### config.mk
export PLATFORM = sky130hd
export DESIGN_NAME = loop_buffer
export DESIGN_NICKNAME = d
export VERILOG_FILES = /design/src/rtl/loop_buffer.sv
export SDC_FILE = /design/constraint.sdc
export NUM_CORES = 1
export LEC_CHECK = 0
export ABC_AREA = 1
export BUFFER_PORTS_ARGS = -buffer_cell sky130_fd_sc_hd__buf_2
export CORE_ASPECT_RATIO = 0.6
export CORE_MARGIN = 2
export CORE_UTILIZATION = 50
export DETAILED_ROUTE_END_ITERATION = 16
export GPL_ROUTABILITY_DRIVEN = 1
export GPL_TIMING_DRIVEN = 0
export HOLD_SLACK_MARGIN = 0.02
export PLACE_DENSITY = 0.7
export SETUP_SLACK_MARGIN = 0.1
export SLEW_MARGIN = 5
export SYNTH_ARGS = -nofsm -noshare
export SYNTH_HDL_FRONTEND = slang
export SYNTH_SLANG_ARGS = --single-unit
export TNS_END_PERCENT = 10
### constraint.sdc
create_clock -name clk -period 3.1 [get_ports clk]
set_clock_uncertainty 0.1 [all_clocks]
set_input_delay 0.155 -clock clk [delete_from_list [all_inputs] [get_ports clk]]
set_output_delay 0.155 -clock clk [all_outputs]
set_load 0.01 [all_outputs]
### src/rtl/loop_buffer.sv
module loop_buffer #(
  parameter int AW    = 16,
  parameter int DW    = 32,
  parameter int DEPTH = 8
) (
  input  logic          clk,
  input  logic          rst_n,
  input  logic          f_req,
  input  logic          f_branch,
  input  logic [AW-1:0] f_addr,
  output logic          f_valid,
  output logic [DW-1:0] f_instr,
  output logic          f_hit,
  output logic          m_req,
  output logic [AW-1:0] m_addr,
  input  logic [DW-1:0] m_rdata
);
  localparam int IW = (DEPTH > 1) ? $clog2(DEPTH) : 1;
  localparam int CW = IW + 1;

  logic [DW-1:0] store [DEPTH];
  logic [AW-1:0] base;
  logic [CW-1:0] count;
  logic [IW-1:0] head, wr_slot;
  logic          active, wr_pend, rsp_hit;
  logic [DW-1:0] rd_q;

  function automatic logic [IW-1:0] slot_of(input logic [IW-1:0] h, input logic [CW-1:0] k);
    logic [CW:0] s;
    s = {2'b00, h} + {1'b0, k};
    if (s >= (CW+1)'(DEPTH)) s = s - (CW+1)'(DEPTH);
    return s[IW-1:0];
  endfunction

  logic [AW-1:0] off;
  logic          in_win, serve, fetch, contig, full;
  logic [IW-1:0] rd_slot, app_slot, head_nx;

  assign off      = f_addr - base;
  assign in_win   = off < AW'(count);
  assign serve    = f_req & in_win & (f_branch | active);
  assign fetch    = f_req & ~serve;
  assign full     = count == CW'(DEPTH);
  assign contig   = !f_branch && (count != '0) && (f_addr == base + AW'(count));
  assign rd_slot  = slot_of(head, off[CW-1:0]);
  assign app_slot = full ? head : slot_of(head, count);
  assign head_nx  = slot_of(head, CW'(1));

  assign m_req   = fetch;
  assign m_addr  = f_addr;
  assign f_hit   = f_valid & rsp_hit;
  assign f_instr = rsp_hit ? rd_q : m_rdata;

  always_ff @(posedge clk) begin
    if (wr_pend) store[wr_slot] <= m_rdata;
  end

  always_ff @(posedge clk) begin
    if (!rst_n) begin
      base    <= '0;
      count   <= '0;
      head    <= '0;
      active  <= 1'b0;
      wr_pend <= 1'b0;
      wr_slot <= '0;
      f_valid <= 1'b0;
      rsp_hit <= 1'b0;
      rd_q    <= '0;
    end else begin
      f_valid <= f_req;
      rsp_hit <= serve;
      wr_pend <= fetch;
      if (serve) begin
        active <= 1'b1;
        rd_q   <= (wr_pend && wr_slot == rd_slot) ? m_rdata : store[rd_slot];
      end else if (fetch) begin
        active  <= 1'b0;
        wr_slot <= app_slot;
        if (contig) begin
          if (full) begin
            head <= head_nx;
            base <= base + AW'(1);
          end else begin
            count <= count + CW'(1);
          end
        end else begin
          base  <= f_addr;
          count <= CW'(1);
          head  <= '0;
          wr_slot <= '0;
        end
      end
    end
  end

  assert_resp_follows_R2: assert property (@(posedge clk) disable iff (!rst_n)
    f_req |=> f_valid);
  assert_no_spurious_resp_R2: assert property (@(posedge clk) disable iff (!rst_n)
    !f_req |=> !f_valid);
  assert_count_bound_R8: assert property (@(posedge clk) disable iff (!rst_n)
    count <= CW'(DEPTH));
  assert_branch_hit_R4: assert property (@(posedge clk) disable iff (!rst_n)
    (f_req && f_branch && !m_req) |=> f_hit);
  assert_branch_restart_R5: assert property (@(posedge clk) disable iff (!rst_n)
    (f_req && f_branch && m_req) |=> (count == CW'(1) && base == $past(f_addr)));
  assert_full_slide_R8: assert property (@(posedge clk) disable iff (!rst_n)
    (m_req && full && contig) |=> (base == $past(base) + AW'(1) && full));
endmodule

==> flow_metrics.py <==
metrics = {
    "logic_synthesis": {
        "synth_xor_xnor_area_share_pct": 1.92,
        "muxShareOfSynthArea_pct": 0,
        "synthesis.nets": 1906,
        "synth-seq-area-share_pct": 55.9,
        "synthDistinctLibCells": 37,
        "syn_inst": 1822,
        "synth_fa_ha_area_share_pct": 2.69,
        "synth_compound_area_share_pct": 9.32,
        "synth_top_family_by_area": "simple AND/OR/NAND/NOR gates",
        "syn_avg_cell_area_um2": 8.77,
        "ys_seq_elements": 318,
        "synthArstFlopShare_pct": 0,
        "yosysWarnings": 0,
        "yosys.area_share.simple_pct": 21.9,
        "synthesis.area_mm2": 0.0160,
        "synth_edf_count": 256,
        "ys.flop_type": "edfxtp_1",
    },
    "sta": {
        "setup_ws_ns": -0.325,
        "period_needed_ns": 3.42,
        "finalMaxSlewViolations": 0,
        "final.setup.tns_ns": -9.74,
        "fmax_ghz": 0.292,
        "setup_viol": 55,
        "tightest_slew_ns": 0.980,
        "slew_headroom_pct": 34.2,
        "hold_viol": 0,
        "finalCritPeriodShare_pct": 110,
        "rsz0062_at_grt": "yes",
    },
    "detailed_routing": {
        "drtPass1Iterations": 6,
        "drt_iter0_drc": 1539,
        "routed_wl_um": 47900,
        "vias_per_cell": 5.52,
        "wl_per_cell_um": 19.3,
        "ant_nets": 0,
        "drc": 0,
        "num_vias": 13692,
    },
    "clock_tree": {
        "cts_tree": "done",
        "cts.sinks": 318,
        "cts_made_buffers": 30,
        "cts_root_buffer": "clkbuf_16",
        "h-tree-depth": 1,
        "cts_buffer_depth": 3,
        "clk_latency_ns": 0.58,
        "clk_pin_slew_worst_paths_ns": 0.08,
    },
    "grt": {
        "antenna_found_initial": 0,
        "first_global_vias": 12455,
        "track_usage_pct": 28.0,
        "grt_max_degree": 25,
        "grt_pass1_wl_um": 71700,
        "grt_overflow": 0,
    },
    "critical_path": {
        "arrival_ns": 3.17,
        "ff2ff_setup_slack_ns": -0.31,
        "reg2reg_depth": 17,
        "r2r_start": "base[0]",
        "reg2reg_to": "rd_q[8]",
        "cp-end-kind": "output port",
        "worstSetupPathType": "flop to output port",
        "path_max_fanout": 2,
        "startpoint_type": "flop",
        "required_ns": 2.84,
    },
    "run_status": {
        "outcome": "complete, but fails checks",
        "violations": "negative setup slack",
    },
    "finish": {
        "drive_gt1_share_pct": 16.0,
        "diodes": 0,
        "seqCellArea_mm2": 0.00894,
        "areaGrowthSynthToFinish_pct": 21.0,
        "final_util_pct": 61.7,
        "fillCellCount": 2578,
        "nets": 2124,
        "multi_input_area_mm2": 0.00602,
    },
    "flow_run": {
        "maxCapViolations": 0,
    },
    "worst_hold_path": {
        "min-delay-start": "rst_n",
        "hold_class": "input port to flop",
        "hold_depth": 3,
        "min_to": "active",
    },
    "floorplan": {
        "dieArea_mm2": 0.0335,
        "die_h_um": 142,
        "fp.dieW_um": 235,
        "rows": 50,
        "core-area_mm2": 0.0313,
        "ios": 103,
        "initial_core_util_pct": 51.0,
    },
    "place": {
        "port_buffers": 101,
        "dp_hpwl_um": 32400,
        "routabilityCongestion": 0.964,
        "place_ws_ns": -0.711,
    },
    "pwr": {
        "pwr_density_cell_mw_per_mm2": 543,
        "irDropWorstVdd_mv": 0.423,
        "p_leak_nw": 8.02,
    },
}
==> cells in the mapped netlist, drive strengths merged, types with 4 or more instances <==
library cell | instances | share of area (%)
a21oi | 84 | 2.6
buf | 50 | 2.0
clkbuf | 54 | 1.3
dfxtp | 62 | 7.8
edfxtp | 256 | 48
fa | 4 | 0.50
ha | 28 | 2.2
inv | 212 | 5.0
nand2 | 461 | 11
nand3 | 166 | 5.4
nand3b | 6 | 0.28
nand4 | 23 | 0.98
nor2 | 163 | 4.1
nor3 | 5 | 0.16
o21ai | 202 | 6.3
xnor2 | 13 | 0.71
xor2 | 22 | 1.2
==> sequential cells by signal (all words and copies together) (netlist names) <==
name,cells
rsp_hit,1
base,16
rd_q,32
wr_pend,1
f_valid,1
head,3
wr_slot,3
count,4
active,1
store,256
==> kinds of logic after synthesis <==
| family | count (synthesis) |
|---|---|
| and+or+nand+nor | 827 |
| DFF | 318 |
| buffers and inverters | 317 |
| AOI/OAI and AO/OA | 293 |
| xor gates and xnor gates | 35 |
| adders and majority gates | 32 |
==> report_power, final <==
group          switching [mW]  internal [mW]  total (mW)
combinational            1.26          0.682        1.94
clock                    1.68           2.20        3.88
sequential             0.0316           4.65        4.68
==> layer usage <==
metal	vias to the layer above	routed length [µm]	GRT usage (%)
li1	6463	-	-
met1	6408	21700	42.9
met2	735	19700	40.4
met3	86	5400	5.62
met4	0	1070	6.66
met5	-	0	0
==> metrics by stage <==
step | area, µm² | instances | power, mW | hold slack (ns)
floorplan | 16000 | 1822 | 5.84 | 0.154
global placement | 17000 | 2339 | 6.38 | 0.356
detailed placement | 17200 | 2347 | 6.42 | 0.359
CTS | 19200 | 2476 | 10.4 | 0.0257
global route | 19300 | 2480 | 10.9 | 0.0622
finish | 19300 | 2480 | 10.5 | 0.0362
==> worst max-delay path, stage by stage, from the launching register on <==
cell	delay (ns)
dfxtp_4	0.35
ha_4	0.17
fa_1	0.54
inv_2	0.06
ha_4	0.21
nand2_2	0.06
nand2_2	0.06
nand2_2	0.07
nand2_2	0.06
nand2_2	0.08
nand2_2	0.07
nor2_4	0.12
nand2_1	0.06
nor2_1	0.10
nand3_1	0.11
nor2_4	0.17
nor2_4	0.05
buf_6	0.12
buf_6	0.11
==> placed cells by master, fill, tap and decap left out, types with 3 or more instances in the layout <==
master / count
ha_1: 24
buf_12: 8
nor3_1: 5
clkbuf_8: 4
o21ai_0: 148
buf_1: 3
nand4_1: 21
inv_1: 204
nand3_1: 155
nand2_1: 444
clkbuf_2: 17
xnor2_1: 11
dfxtp_1: 58
dlygate4sd3_1: 50
o21ai_1: 51
nor2_2: 10
a21oi_1: 84
edfxtp_1: 256
bufinv_16: 4
buf_4: 39
nor2_1: 139
ha_4: 3
nand3_4: 3
clkinvlp_4: 3
nand3b_1: 6
xor2_1: 22
buf_6: 16
clkinv_1: 7
nor2_4: 14
inv_2: 8
clkbuf_16: 31
nand2_2: 17
nand3_2: 8
buf_8: 4
clkbuf_1: 36
buf_2: 116
o21ai_2: 3
==> repair_timing <==
action	in CTS	in global routing
hold buffers	50	0
endpoints found under the hold margin	308	0
endpoints found under the setup margin	62	62
resized for setup	100	51
pin swaps	17	21
setup buffers	18	4
gates cloned	5	0
==> layout make-up <==
type                       count  area share (%)
buffer                       104            3.46
tap                          416            2.69
multi-input combinational   1188            31.1
sequential                   318            46.2
timing repair buffer         185            7.10
inverter                     213            4.13
clock inverter                19            1.11
clock buffer                  37            4.18
==> worst max path at each step <==
stage / slack, ns / from / to
final: -0.32 / base[0] / m_req
after global routing: -0.45 / base[0] / m_req
after CTS: -0.37 / base[0] / m_req
after detailed placement: -0.71 / base[0] / rd_q[20]
after global placement: -0.72 / base[0] / rd_q[10]
after floorplan: 0.15 / base[0] / rd_q[0]
(Power assumes the default switching activity.)
